**config.mk**
```make
export PLATFORM = sky130hd
export DESIGN_NAME = lcd_raster_timer
export DESIGN_NICKNAME = d
export VERILOG_FILES = /design/src/rtl/lcd_raster_timer.sv
export SDC_FILE = /design/constraint.sdc
export NUM_CORES = 1
export LEC_CHECK = 0
export ABC_CLOCK_PERIOD_IN_PS = 14300
export BUFFER_PORTS_ARGS = -buffer_cell sky130_fd_sc_hd__clkbuf_2
export CAP_MARGIN = 15
export CORE_UTILIZATION = 55
export CTS_CLUSTER_DIAMETER = 100
export DETAILED_ROUTE_END_ITERATION = 12
export GPL_TIMING_DRIVEN = 0
export PLACE_DENSITY = 0.73
export REMOVE_ABC_BUFFERS = 1
export SYNTH_ARGS = -nofsm -noshare
export SYNTH_HDL_FRONTEND = slang
export SYNTH_SLANG_ARGS = --single-unit
```
**constraint.sdc**
```tcl
create_clock -name clk -period 14.3 [get_ports clk]
set_clock_uncertainty 0.05 [all_clocks]
set_input_delay 1.43 -clock clk [delete_from_list [all_inputs] [get_ports clk]]
set_output_delay 1.43 -clock clk [all_outputs]
set_load 0.02 [all_outputs]
```
**src/rtl/lcd_raster_timer.sv**
```systemverilog
module lcd_raster_timer #(
  parameter int HW = 12,
  parameter int VW = 11,
  parameter int XW = 10,
  parameter int YW = 10
) (
  input  logic          clk,
  input  logic          rst_n,
  input  logic          pix_ce,
  input  logic          cfg_we,
  input  logic [1:0]    cfg_sel,
  input  logic [31:0]   cfg_wdata,
  output logic          hsync,
  output logic          vsync,
  output logic          de,
  output logic          pclk_fall,
  output logic [XW-1:0] pix_x,
  output logic [YW-1:0] line_y
);

  logic [29:0] sh_h, ac_h;
  logic [31:0] sh_v, ac_v;
  logic [3:0]  sh_p, ac_p;
  logic        run;

  logic [HW-1:0] hcnt, hsw_n, hst, hend, htot;
  logic [VW-1:0] vcnt, vsw_n, vst, vend, vtot;
  logic          hs_on, h_in, vs_on, v_in, h_last, v_last;

  always_ff @(posedge clk) begin
    if (!rst_n) begin
      sh_h <= '0;
      sh_v <= '0;
      sh_p <= '0;
      run  <= 1'b0;
    end else if (cfg_we) begin
      case (cfg_sel)
        2'd0:    sh_h <= cfg_wdata[31:2];
        2'd1:    sh_v <= cfg_wdata;
        2'd2:    sh_p <= cfg_wdata[14:11];
        default: run  <= cfg_wdata[0];
      endcase
    end
  end

  assign hsw_n = HW'(ac_h[13:6]) + HW'(1);
  assign hst   = hsw_n + HW'(ac_h[29:22]) + HW'(1);
  assign hend  = hst + ((HW'(ac_h[5:0]) + HW'(1)) << 4);
  assign htot  = hend + HW'(ac_h[21:14]) + HW'(1);

  assign vsw_n = VW'(ac_v[15:10]) + VW'(1);
  assign vst   = vsw_n + VW'(ac_v[31:24]);
  assign vend  = vst + VW'(ac_v[9:0]) + VW'(1);
  assign vtot  = vend + VW'(ac_v[23:16]);

  assign h_last = (hcnt == htot - HW'(1));
  assign v_last = (vcnt == vtot - VW'(1));

  always_ff @(posedge clk) begin
    if (!rst_n) begin
      hcnt <= '0;
      vcnt <= '0;
      ac_h <= '0;
      ac_v <= '0;
      ac_p <= '0;
    end else if (!run) begin
      hcnt <= '0;
      vcnt <= '0;
      ac_h <= sh_h;
      ac_v <= sh_v;
      ac_p <= sh_p;
    end else if (pix_ce) begin
      if (h_last) begin
        hcnt <= '0;
        if (v_last) begin
          vcnt <= '0;
          ac_h <= sh_h;
          ac_v <= sh_v;
          ac_p <= sh_p;
        end else begin
          vcnt <= vcnt + VW'(1);
        end
      end else begin
        hcnt <= hcnt + HW'(1);
      end
    end
  end

  assign hs_on = run && (hcnt < hsw_n);
  assign h_in  = run && (hcnt >= hst) && (hcnt < hend);
  assign vs_on = run && (vcnt < vsw_n);
  assign v_in  = run && (vcnt >= vst) && (vcnt < vend);

  assign vsync     = vs_on ^ ac_p[0];
  assign hsync     = hs_on ^ ac_p[1];
  assign pclk_fall = ac_p[2];
  assign de        = (h_in && v_in) ^ ac_p[3];
  assign pix_x     = h_in ? XW'(hcnt - hst) : '0;
  assign line_y    = v_in ? YW'(vcnt - vst) : '0;

endmodule


```
# Word-level counts from Yosys, hierarchy flattened
# Index checks and enable logic that the tools add are counted.
# op_classes
addsub	18
n_eq_ne	7
bitwise	4
order_cmp	6
mux	16
n_reduce_logical	16
# ops
op	count
$mux 32	4
$mux 30	4
$add 12x1->12 const B	2
$add 11x1->11 const B	2
$mux 10	2
$mux 4	4
$add 6x1->7 const B	2
$add 11x11->12	1
$add 12x8->12	1
$eq 12x12->1	1
$ge 12x11->1	1
$lt 12x12->1	1
$lt 12x9->1	1
$mux 12	1
$reduce_and 2->1	6
$sub 12x1->12 const B	1
$add 10x1->11 const B	1
$add 11x8->11	1
$add 9x10->11	1
$eq 11x11->1	1
$ge 11x9->1	1
$lt 11x11->1	1
$lt 11x7->1	1
$mux 11	1
other kinds (16)	25
# totals
out_inout_bits	24
input_bits	38
elab_cells	76
reg_bits	156

# Depth between registers and ports, before layout
# Gate-level depths: netlist (run 1).
# depth
ltp_word	11
depth_mapped	28
ltp_nobuf	25

# Worst setup path after synthesis (run 1)
# Ideal clock, no wire load.
# synth_path
path_kind	flip-flop to output port
startpoint	register ac_h[6]
endpoint	output port pix_x[3]
required_time_ps	12820
path_stages_with_launch	24
arrival_ps	5179
slack_ps	7641
path_buffers	2
path_cell_list	dfxtp_1 ha_1 ha_1 nor2b_1 o21ai_0 nand2b_1 a21o_1 a21o_1 a21oi_1 o21bai_1 and2_1 o21a_1 ha_1 clkbuf_1 or2_2 a31oi_2 inv_1 ha_1 a21o_1 a2111oi_0 o21ai_0 a211o_1 clkbuf_1 nor3_1
# synth_between
elab_chain_cells	7
# synth_lines
item	line	rtl
from (decl)	21	logic [29:0] sh_h, ac_h;
from (signal assigned)	69	ac_h <= sh_h;
from (signal assigned)	77	ac_h <= sh_h;
$add 8x1->9 *	46	assign hsw_n = HW'(ac_h[13:6]) + HW'(1);
$add 9x8->10 *	47	assign hst = hsw_n + HW'(ac_h[29:22]) + HW'(1);
$add 10x1->11 *	47	
$add 11x11->12 / $ge 12x11->1 (equally long branches)	48, 90	
$lt 12x12->1 / $logic_and 1x1->1 (equally long branches)	90	assign h_in = run && (hcnt >= hst) && (hcnt < hend);
$logic_and 1x1->1	90	
$mux 10 *	98	assign pix_x = h_in ? XW'(hcnt - hst) : '0;
to (decl)	17	output logic [XW-1:0] pix_x,
# Every way passes the cells marked *; elsewhere a longest branch is shown, timed or not.

# Worst setup path after layout (run 1)
# layout_path
startpoint	register ac_h[6]
endpoint	output port de
# layout_between
elab_chain_cells	8
# layout_lines
item	line	rtl
$add 8x1->9 *	46	
$add 9x8->10 *	47	
$add 10x1->11 *	47	
$add 11x11->12 / $ge 12x11->1 (equally long branches)	48, 90	
$lt 12x12->1 / $logic_and 1x1->1 (equally long branches)	90	
$logic_and 1x1->1 *	90	
$logic_and 1x1->1 *	97	assign de = (h_in && v_in) ^ ac_p[3];
$xor 1x1->1 *	97	
to (decl)	15	output logic de,
# Marks and branches as above.

==> impl_metrics.csv, run 1 <==
group,metric,value,unit
route,finalWirelength,25.4,mm
clock_tree,root_buffer,"clkbuf_16",
floorplanning,chipWidth,142,um
logic_synthesis,synth.yosys.seq_area_share,29.1,%
critical_path,path_cells,"ha_1, xor2_1, ha_1, nor2b_1, o21ai_0, nand2b_1, a21o_1, a21o_1, xnor2_1, ha_1, and2b_1, o21ai_2, o21ai_1, a31oi_2, inv_1, ha_1, a21o_1, a2111oi_0, o21ai_0, a211oi_1, o211ai_1, xnor2_1, clkbuf_2",
critical_path,ff2ff_setup_slack,7580,ps
critical_path,r2r_start,"ac_v[10]$_SDFFE_PN0P_",
sta,setup_viol,0,
critical_path,worst_setup_path_end_kind,"primary output",
grt,grt_pass1_wl,41.9,mm
hold_path,hold_path_class,"flop to flop",
floorplanning,die_area,20000,um^2
route,wl_per_cell,15.4,um
power_and_ir_drop,power,1.06,mW
critical_path,cp.depth,23,
clock_tree,post_cts_resized,0,
route,vias_per_cell,5.53,
finish,area_growth,9.93,%
logic_synthesis,async_flop_share,0,%
power_and_ir_drop,total_leakage_power,4.89,nW
run,drv_cap,0,
sta,hold_viol_final,0,
floorplanning,die_height,142,um
critical_path,critPathMaxStageDelay,460,ps
floorplanning,ios,62,
clock_tree,numCtsBuffers,17,
sta,slew_headroom,35.3,%
logic_synthesis,synthCells,1342,
logic_synthesis,ys_ff_latch,156,
sta,fin_setup_tns,0,ps
sta,worst_slew_pin_slew,967,ps
placed_design,place_congestion,0.924,
power_and_ir_drop,pwr-share-clk,42.3,%
critical_path,critical_path_class,"flop to primary output",
critical_path,critPathTopFamily,"compound AO/OA/AOI/OAI gates",
power_and_ir_drop,peakVddDrop,102,uV
clock_tree,htreeDepth,4,
grt,grt_pass1_vias,8587,
critical_path,required,12820,ps
placed_design,io_buffers,61,
critical_path,slowest_stage,"dfxtp_1",
grt,grt_use_total,26.4,%
route,drtPass1Iterations,5,
route,vias,9102,
placed_design,dp_hpwl,19.3,mm
clock_tree,holdBufCountCts,0,
power_and_ir_drop,p_seq_share,42.7,%
floorplanning,start_util,56.7,%
logic_synthesis,syn_area,10700,um^2
hold_path,worst_hold_path.num_cells,2,
logic_synthesis,synth_ff_type,"dfxtp_1",
clock_tree,cts_buffer_depth,2,
power_and_ir_drop,netSwitchingFraction,28.4,%
finish,nets,1525,
clock_tree,cts_setup_buffers,0,
clock_tree,tritoncts,"done",
logic_synthesis,synth_edf_count,0,
floorplanning,row_count,50,
power_and_ir_drop,power_frac_comb,15.1,%
power_and_ir_drop,switching_power,300,uW
grt,grt_overflow,0,
hold_path,hp-start,"sh_v[31]$_SDFFE_PN0P_",
sta,period_share,54.9,%
sta,final_max_slew_viol_count,0,
critical_path,r2r-end,"ac_v[13]$_SDFFE_PN0P_",
power_and_ir_drop,power_density,89.8,nW/um^2
critical_path,cp_common_cell,"ha_1",
logic_synthesis,synth.distinct_cells,77,
logic_synthesis,ys_warn_count,0,
route,drtAntennaViolNets,0,
clock_tree,clkSinkCount,156,
status,outcome,"complete, no violations",
sta,grt_setup_unrepaired,"no",
critical_path,cp.arrival,6360,ps
critical_path,reg2reg_depth,26,
finish,layout-drive-gt1-share,8.95,%
critical_path,crit_buf_inv,2,
sta,period_minus_slack,7840,ps
sta,max_freq,127,MHz
power_and_ir_drop,p_int,757,uW
critical_path,critPathMaxFanout,7,
hold_path,min_to,"ac_v[31]$_SDFFE_PN0P_",
logic_synthesis,synth_area_per_cell,7.98,um^2
finish,fin_area,11800,um^2
floorplanning,fp.coreArea,18900,um^2
route,first_iter_violations,487,
critical_path,cp-start-kind,"flop",
clock_tree,clkTransAtPathRegs,70,ps
finish,num_antenna_cells,0,
clock_tree,clk_latency,430,ps
placed_design,place_area,11200,um^2
grt,antenna_found_initial,1,
route,drcViolationCount,0,
grt,grt_max_degree,80,
-- layout make-up --
| type | instances | area (um^2) |
|---|---|---|
| fill | 1732 | 7120 |
| multi-input combinational | 1039 | 6990 |
| sequential | 156 | 3120 |
| clock buffer | 17 | 425 |
| timing repair buffer | 67 | 414 |
| inverter | 93 | 349 |
| tap | 260 | 325 |
| clock inverter | 14 | 149 |
-- synth_stat cells (5+ instances only) --
master | instances | area, um^2
a211oi_1 | 5 | 37.5
a21boi_0 | 7 | 52.6
a21o_1 | 22 | 165
a21oi_1 | 98 | 490
a31oi_1 | 11 | 68.8
and2_1 | 7 | 43.8
and3_1 | 14 | 87.6
clkbuf_1 | 42 | 158
dfxtp_1 | 156 | 3120
fa_1 | 8 | 160
ha_1 | 105 | 1310
inv_1 | 93 | 349
mux2i_1 | 74 | 741
nand2_1 | 295 | 1110
nand2b_1 | 13 | 81.3
nand3_1 | 27 | 135
nand4_1 | 16 | 100
nor2_1 | 63 | 236
nor2b_1 | 15 | 93.8
nor3_1 | 12 | 60.1
nor3b_1 | 5 | 37.5
nor4_1 | 8 | 50.1
o211ai_1 | 6 | 45.0
o21a_1 | 17 | 128
o21ai_0 | 29 | 145
o21ai_1 | 5 | 25.0
o21bai_1 | 6 | 45.0
or2_2 | 7 | 43.8
or3_1 | 10 | 62.6
xnor2_1 | 61 | 534
xor2_1 | 34 | 298
-- metal layers --
| layer | track usage [%] | routed length, um | part of all wire (%) | vias up |
|---|---|---|---|---|
| met5 | 0 | 0 | 0 | - |
| met4 | 7.19 | 408 | 1.6 | 0 |
| met3 | 4.39 | 1180 | 4.6 | 32 |
| met2 | 43.5 | 11500 | 45 | 185 |
| met1 | 35.6 | 12300 | 48 | 4246 |
| li1 | - | - | - | 4639 |
-- worst register-to-register path, delay by kind of cell (launching register included) --
kind | cells | cell delay [ps]
compound gates | 9 | 2070
xor+xnor | 4 | 730
fa+ha+maj | 4 | 1290
buf+inv | 2 | 540
flops | 1 | 420
mux | 1 | 250
simple gates | 6 | 1300
-- registers in the layout, indices dropped and copies added, names as in the netlist --
register and count:
ac_v 32, sh_v 32, ac_h 30, sh_h 30, hcnt 12, vcnt 11, ac_p 4, sh_p 4
run 1
-- worst max-delay path by stage --
stage                                     start                    to
after floorplan           ac_v[10]$_SDFFE_PN0P_  ac_h[0]$_SDFFE_PN0P_
after global placement    ac_v[10]$_SDFFE_PN0P_  ac_p[2]$_SDFFE_PN0P_
after detailed placement   ac_h[6]$_SDFFE_PN0P_                    de
after CTS                  ac_h[6]$_SDFFE_PN0P_                    de
after global routing       ac_h[6]$_SDFFE_PN0P_                    de
final                      ac_h[6]$_SDFFE_PN0P_                    de
-- metrics by stage --
step                      util, %  setup WS (ps)  hold WS, ps  cells
after detailed placement     59.3           6890          397   1615
after floorplan                 -           6870          384   1288
after global placement       58.7           5410          392   1609
after CTS                    62.3           6420          404   1646
final                        62.3           6460          405   1646
after global routing         62.3           6060          413   1646
-- placed cells by master, fill, tap and decap left out, types with 5 or more instances in the layout --
cell	count
mux2i_1	74
o211ai_1	6
a21oi_1	98
o21a_1	17
nor2b_1	15
a21boi_0	7
xnor2_1	61
a31oi_1	11
nand4_1	16
dfxtp_1	156
nand2b_1	13
o21ai_0	29
ha_1	105
xor2_1	34
nor2_1	62
clkbuf_16	17
o21ai_1	5
inv_1	92
fa_1	8
o21bai_1	6
nand2_1	295
or2_2	7
or3_1	10
a211oi_1	5
nand3_1	27
a21o_1	22
and2_1	7
nor3_1	12
nor4_1	8
clkbuf_2	60
and3_1	14
-- kinds of logic after synthesis --
group / after synthesis / synth area share [%]
buf+inv: 147 / 5.68
fa+ha+maj: 114 / 13.9
mux: 75 / 7.05
compound gates: 241 / 14.4
flops: 156 / 29.1
simple gates: 510 / 21.4
xor+xnor: 99 / 8.49
-- power by group through the flow --
| stage | logic (mW) | registers, mW | clock network [mW] |
|---|---|---|---|
| finish | 0.159 | 0.451 | 0.447 |
| global route | 0.177 | 0.452 | 0.470 |
| CTS | 0.159 | 0.451 | 0.452 |
| detailed placement | 0.156 | 0.461 | 0 |
| global placement | 0.154 | 0.461 | 0 |
| floorplan | 0.115 | 0.459 | 0 |
(Power assumes the default switching activity.)
==> run 2: changes to the inputs <==
--- a/config.mk
+++ b/config.mk
@@ -5,14 +5,14 @@
 export SDC_FILE = /design/constraint.sdc
 export NUM_CORES = 1
 export LEC_CHECK = 0
-export ABC_CLOCK_PERIOD_IN_PS = 14300
+export ABC_CLOCK_PERIOD_IN_PS = 7020
 export BUFFER_PORTS_ARGS = -buffer_cell sky130_fd_sc_hd__clkbuf_2
 export CAP_MARGIN = 15
 export CORE_UTILIZATION = 55
 export CTS_CLUSTER_DIAMETER = 100
 export DETAILED_ROUTE_END_ITERATION = 12
 export GPL_TIMING_DRIVEN = 0
-export PLACE_DENSITY = 0.73
+export PLACE_DENSITY = 0.76
 export REMOVE_ABC_BUFFERS = 1
 export SYNTH_ARGS = -nofsm -noshare
 export SYNTH_HDL_FRONTEND = slang
==> constraint.sdc (replaced) <==
create_clock -name clk -period 7.02 [get_ports clk]
set_clock_uncertainty 0.05 [all_clocks]
set_input_delay 0.702 -clock clk [delete_from_list [all_inputs] [get_ports clk]]
set_output_delay 0.702 -clock clk [all_outputs]
set_load 0.02 [all_outputs]
==> run 2 against run 1 <==
  * Critical path depth did not move
  * Largest power group is now clock
  * Routed wire length rose by 1.0%
  * Clock-buffer cell count unchanged
  * Via count up 1.2%
  * Largest cell class unchanged
==> impl_metrics.csv, run 2 (same netlist as run 1, synthesis figures left out) <==
group,metric,value,unit
status,outcome,"complete, no violations",
critical_path,cp-endpoint,"de",
grt,grt_overflow,0,
route,finalWirelength,25.7,mm
critical_path,ff2ff_setup_slack,570,ps
critical_path,slowest_stage,"dfxtp_4",
placed_design,dp_hpwl,19.3,mm
route,first_iter_violations,463,
clock_tree,numCtsBuffers,17,
grt,grt_pass1_vias,8800,
floorplanning,fp.coreArea,18900,um^2
clock_tree,clk_latency,440,ps
sta,slew_headroom,44.2,%
critical_path,critPathMaxStageDelay,400,ps
finish,reg_top3,"ac_v (32), sh_v (32)",
grt,grt_pass1_wl,43.0,mm
clock_tree,cts_buffer_depth,2,
floorplanning,ios,62,
finish,fin_area,11900,um^2
route,drtPass1Iterations,5,
critical_path,r2r-end,"ac_h[10]$_SDFFE_PN0P_",
grt,grt_use_total,26.8,%
sta,fin_setup_tns,0,ps
clock_tree,root_buffer,"clkbuf_16",
placed_design,io_buffers,61,
sta,period_minus_slack,6720,ps
floorplanning,die_area,20000,um^2
finish,mostFrequentLayoutCells,"nand2_1, dfxtp_1, ha_1",
power_and_ir_drop,peakVddDrop,222,uV
sta,fin_ws,299,ps
critical_path,required,6270,ps
floorplanning,start_util,56.7,%
clock_tree,clkSinkCount,156,
route,vias,9215,
critical_path,path_cells,"ha_2, xor2_1, ha_1, nor2b_1, o21ai_0, nand2b_1, a21o_1, a21o_1, xnor2_1, ha_1, and2b_1, o21ai_2, o21ai_1, a31oi_2, inv_1, ha_1, a21o_1, a2111oi_0, o21ai_1, a211oi_2, o211ai_1, xnor2_1, buf_2",
critical_path,cp.arrival,5970,ps
floorplanning,row_count,50,
sta,hold_viol_final,0,
placed_design,post-place-cells,1616,
power_and_ir_drop,power_density,187,nW/um^2
critical_path,cp-start-kind,"flop",
critical_path,worst_setup_path_end_kind,"primary output",
route,drtAntennaViolNets,0,
critical_path,crit_buf_inv,2,
finish,num_antenna_cells,0,
finish,nFillCells,1671,
power_and_ir_drop,total_leakage_power,4.94,nW
critical_path,cp.depth,23,
floorplanning,chipWidth,142,um
critical_path,reg2reg_depth,25,
route,wl_per_cell,15.6,um
sta,setup_viol,0,
grt,antenna_found_initial,1,
clock_tree,clkTransAtPathRegs,70,ps
route,vias_per_cell,5.59,
critical_path,critPathMaxFanout,7,
sta,period_share,95.7,%
finish,area_growth,11.1,%
placed_design,place_area,11200,um^2
sta,max_freq,149,MHz
finish,nets,1527,
sta,worst_slew_pin_slew,837,ps
floorplanning,die_height,142,um
sta,grt_setup_unrepaired,"no",
finish,layout-drive-gt1-share,9.86,%
clock_tree,tritoncts,"done",
critical_path,critical_path_class,"flop to primary output",
placed_design,pre_cts_ws,349,ps
finish,final_cells,1649,
run,drv_cap,0,
critical_path,critPathLaunch,"ac_h[6]$_SDFFE_PN0P_",
grt,grt_max_degree,80,
critical_path,critPathTopFamily,"compound AO/OA/AOI/OAI gates",
finish,final_common_cell,"nand2_1",
critical_path,r2r_start,"ac_v[10]$_SDFFE_PN0P_",
placed_design,place_congestion,0.895,
sta,final_max_slew_viol_count,0,
sta,whs,397,ps
route,drcViolationCount,0,
clock_tree,htreeDepth,4,
hold_path,hold_path_class,"flop to flop",
clock_tree,holdBufCountCts,0,
[run 2: cell types whose count changed in the layout (fill, tap and decap cells not counted), moves of 2 or more]
cell / change
clkinv_8: +7
clkinvlp_4: -4
dfxtp_1: -2
ha_1: -3
ha_2: +3
nor2_1: -2
nor2_2: +2
[run 2: worst min-delay path by stage]
stage	end	cells past startpoint	slack (ps)	startpoint
after detailed placement	ac_v[11]$_SDFFE_PN0P_	2	390	sh_v[11]$_SDFFE_PN0P_
final	ac_h[6]$_SDFFE_PN0P_	2	400	sh_h[6]$_SDFFE_PN0P_
after floorplan	ac_p[0]$_SDFFE_PN0P_	2	380	sh_p[0]$_SDFFE_PN0P_
after global placement	ac_v[27]$_SDFFE_PN0P_	2	390	sh_v[27]$_SDFFE_PN0P_
after CTS	sh_v[6]$_SDFFE_PN0P_	2	410	sh_v[6]$_SDFFE_PN0P_
after global routing	ac_h[6]$_SDFFE_PN0P_	2	410	sh_h[6]$_SDFFE_PN0P_
[run 2: worst reg2reg max path, stage by stage, from the launching register on]
cell      delay, ps
dfxtp_1         460
ha_1            260
xor2_1          210
ha_1            300
a21oi_1         160
nor2_1           50
nor2_1          160
o21bai_1         90
a21oi_1         250
xnor2_1         150
ha_1            380
nand2_1          90
o311a_1         330
and2_1          180
xnor2_1         140
ha_1            360
or3_1           380
a21oi_1         190
a31oi_1          90
or4_1           420
a31oi_1         240
a221oi_2         80
xnor2_2         230
o31a_2          560
buf_12          320
mux2i_1         240
[run 2: area by class of cell]
class | count | area, um^2 | share of cell area [%]
inverter | 93 | 349 | 2.93
tap | 260 | 325 | 2.73
clock buffer | 17 | 425 | 3.57
sequential | 156 | 3130 | 26.3
clock inverter | 15 | 220 | 1.85
timing repair buffer | 69 | 433 | 3.64
multi-input combinational | 1039 | 7020 | 59.0
[run 2: stage by stage]
step / util [%] / total power, mW
final: 63.0 / 2.22
after global placement: 58.7 / 1.25
after global routing: 63.0 / 2.31
after detailed placement: 59.4 / 1.26
after CTS: 62.8 / 2.22
after floorplan: - / 1.17
[run 2: repair_timing]
action	in CTS	in global routing
gates resized for setup	1	13
pin swaps	0	2
gates cloned	0	0
setup endpoints to repair	1	13
setup buffers	0	1
[run 2: per-layer routing]
layer	up-vias	part of all wire [%]	GRT usage [%]
met3	37	5.2	4.69
met5	-	0.043	0
li1	4641	-	-
met4	2	1.5	7.70
met2	218	46	44.7
met1	4317	47	35.5
[run 2: power breakdown]
group	switching, mW	total [mW]	internal (mW)
sequential	0.0142	0.919	0.904
clock	0.455	0.979	0.524
combinational	0.188	0.326	0.137
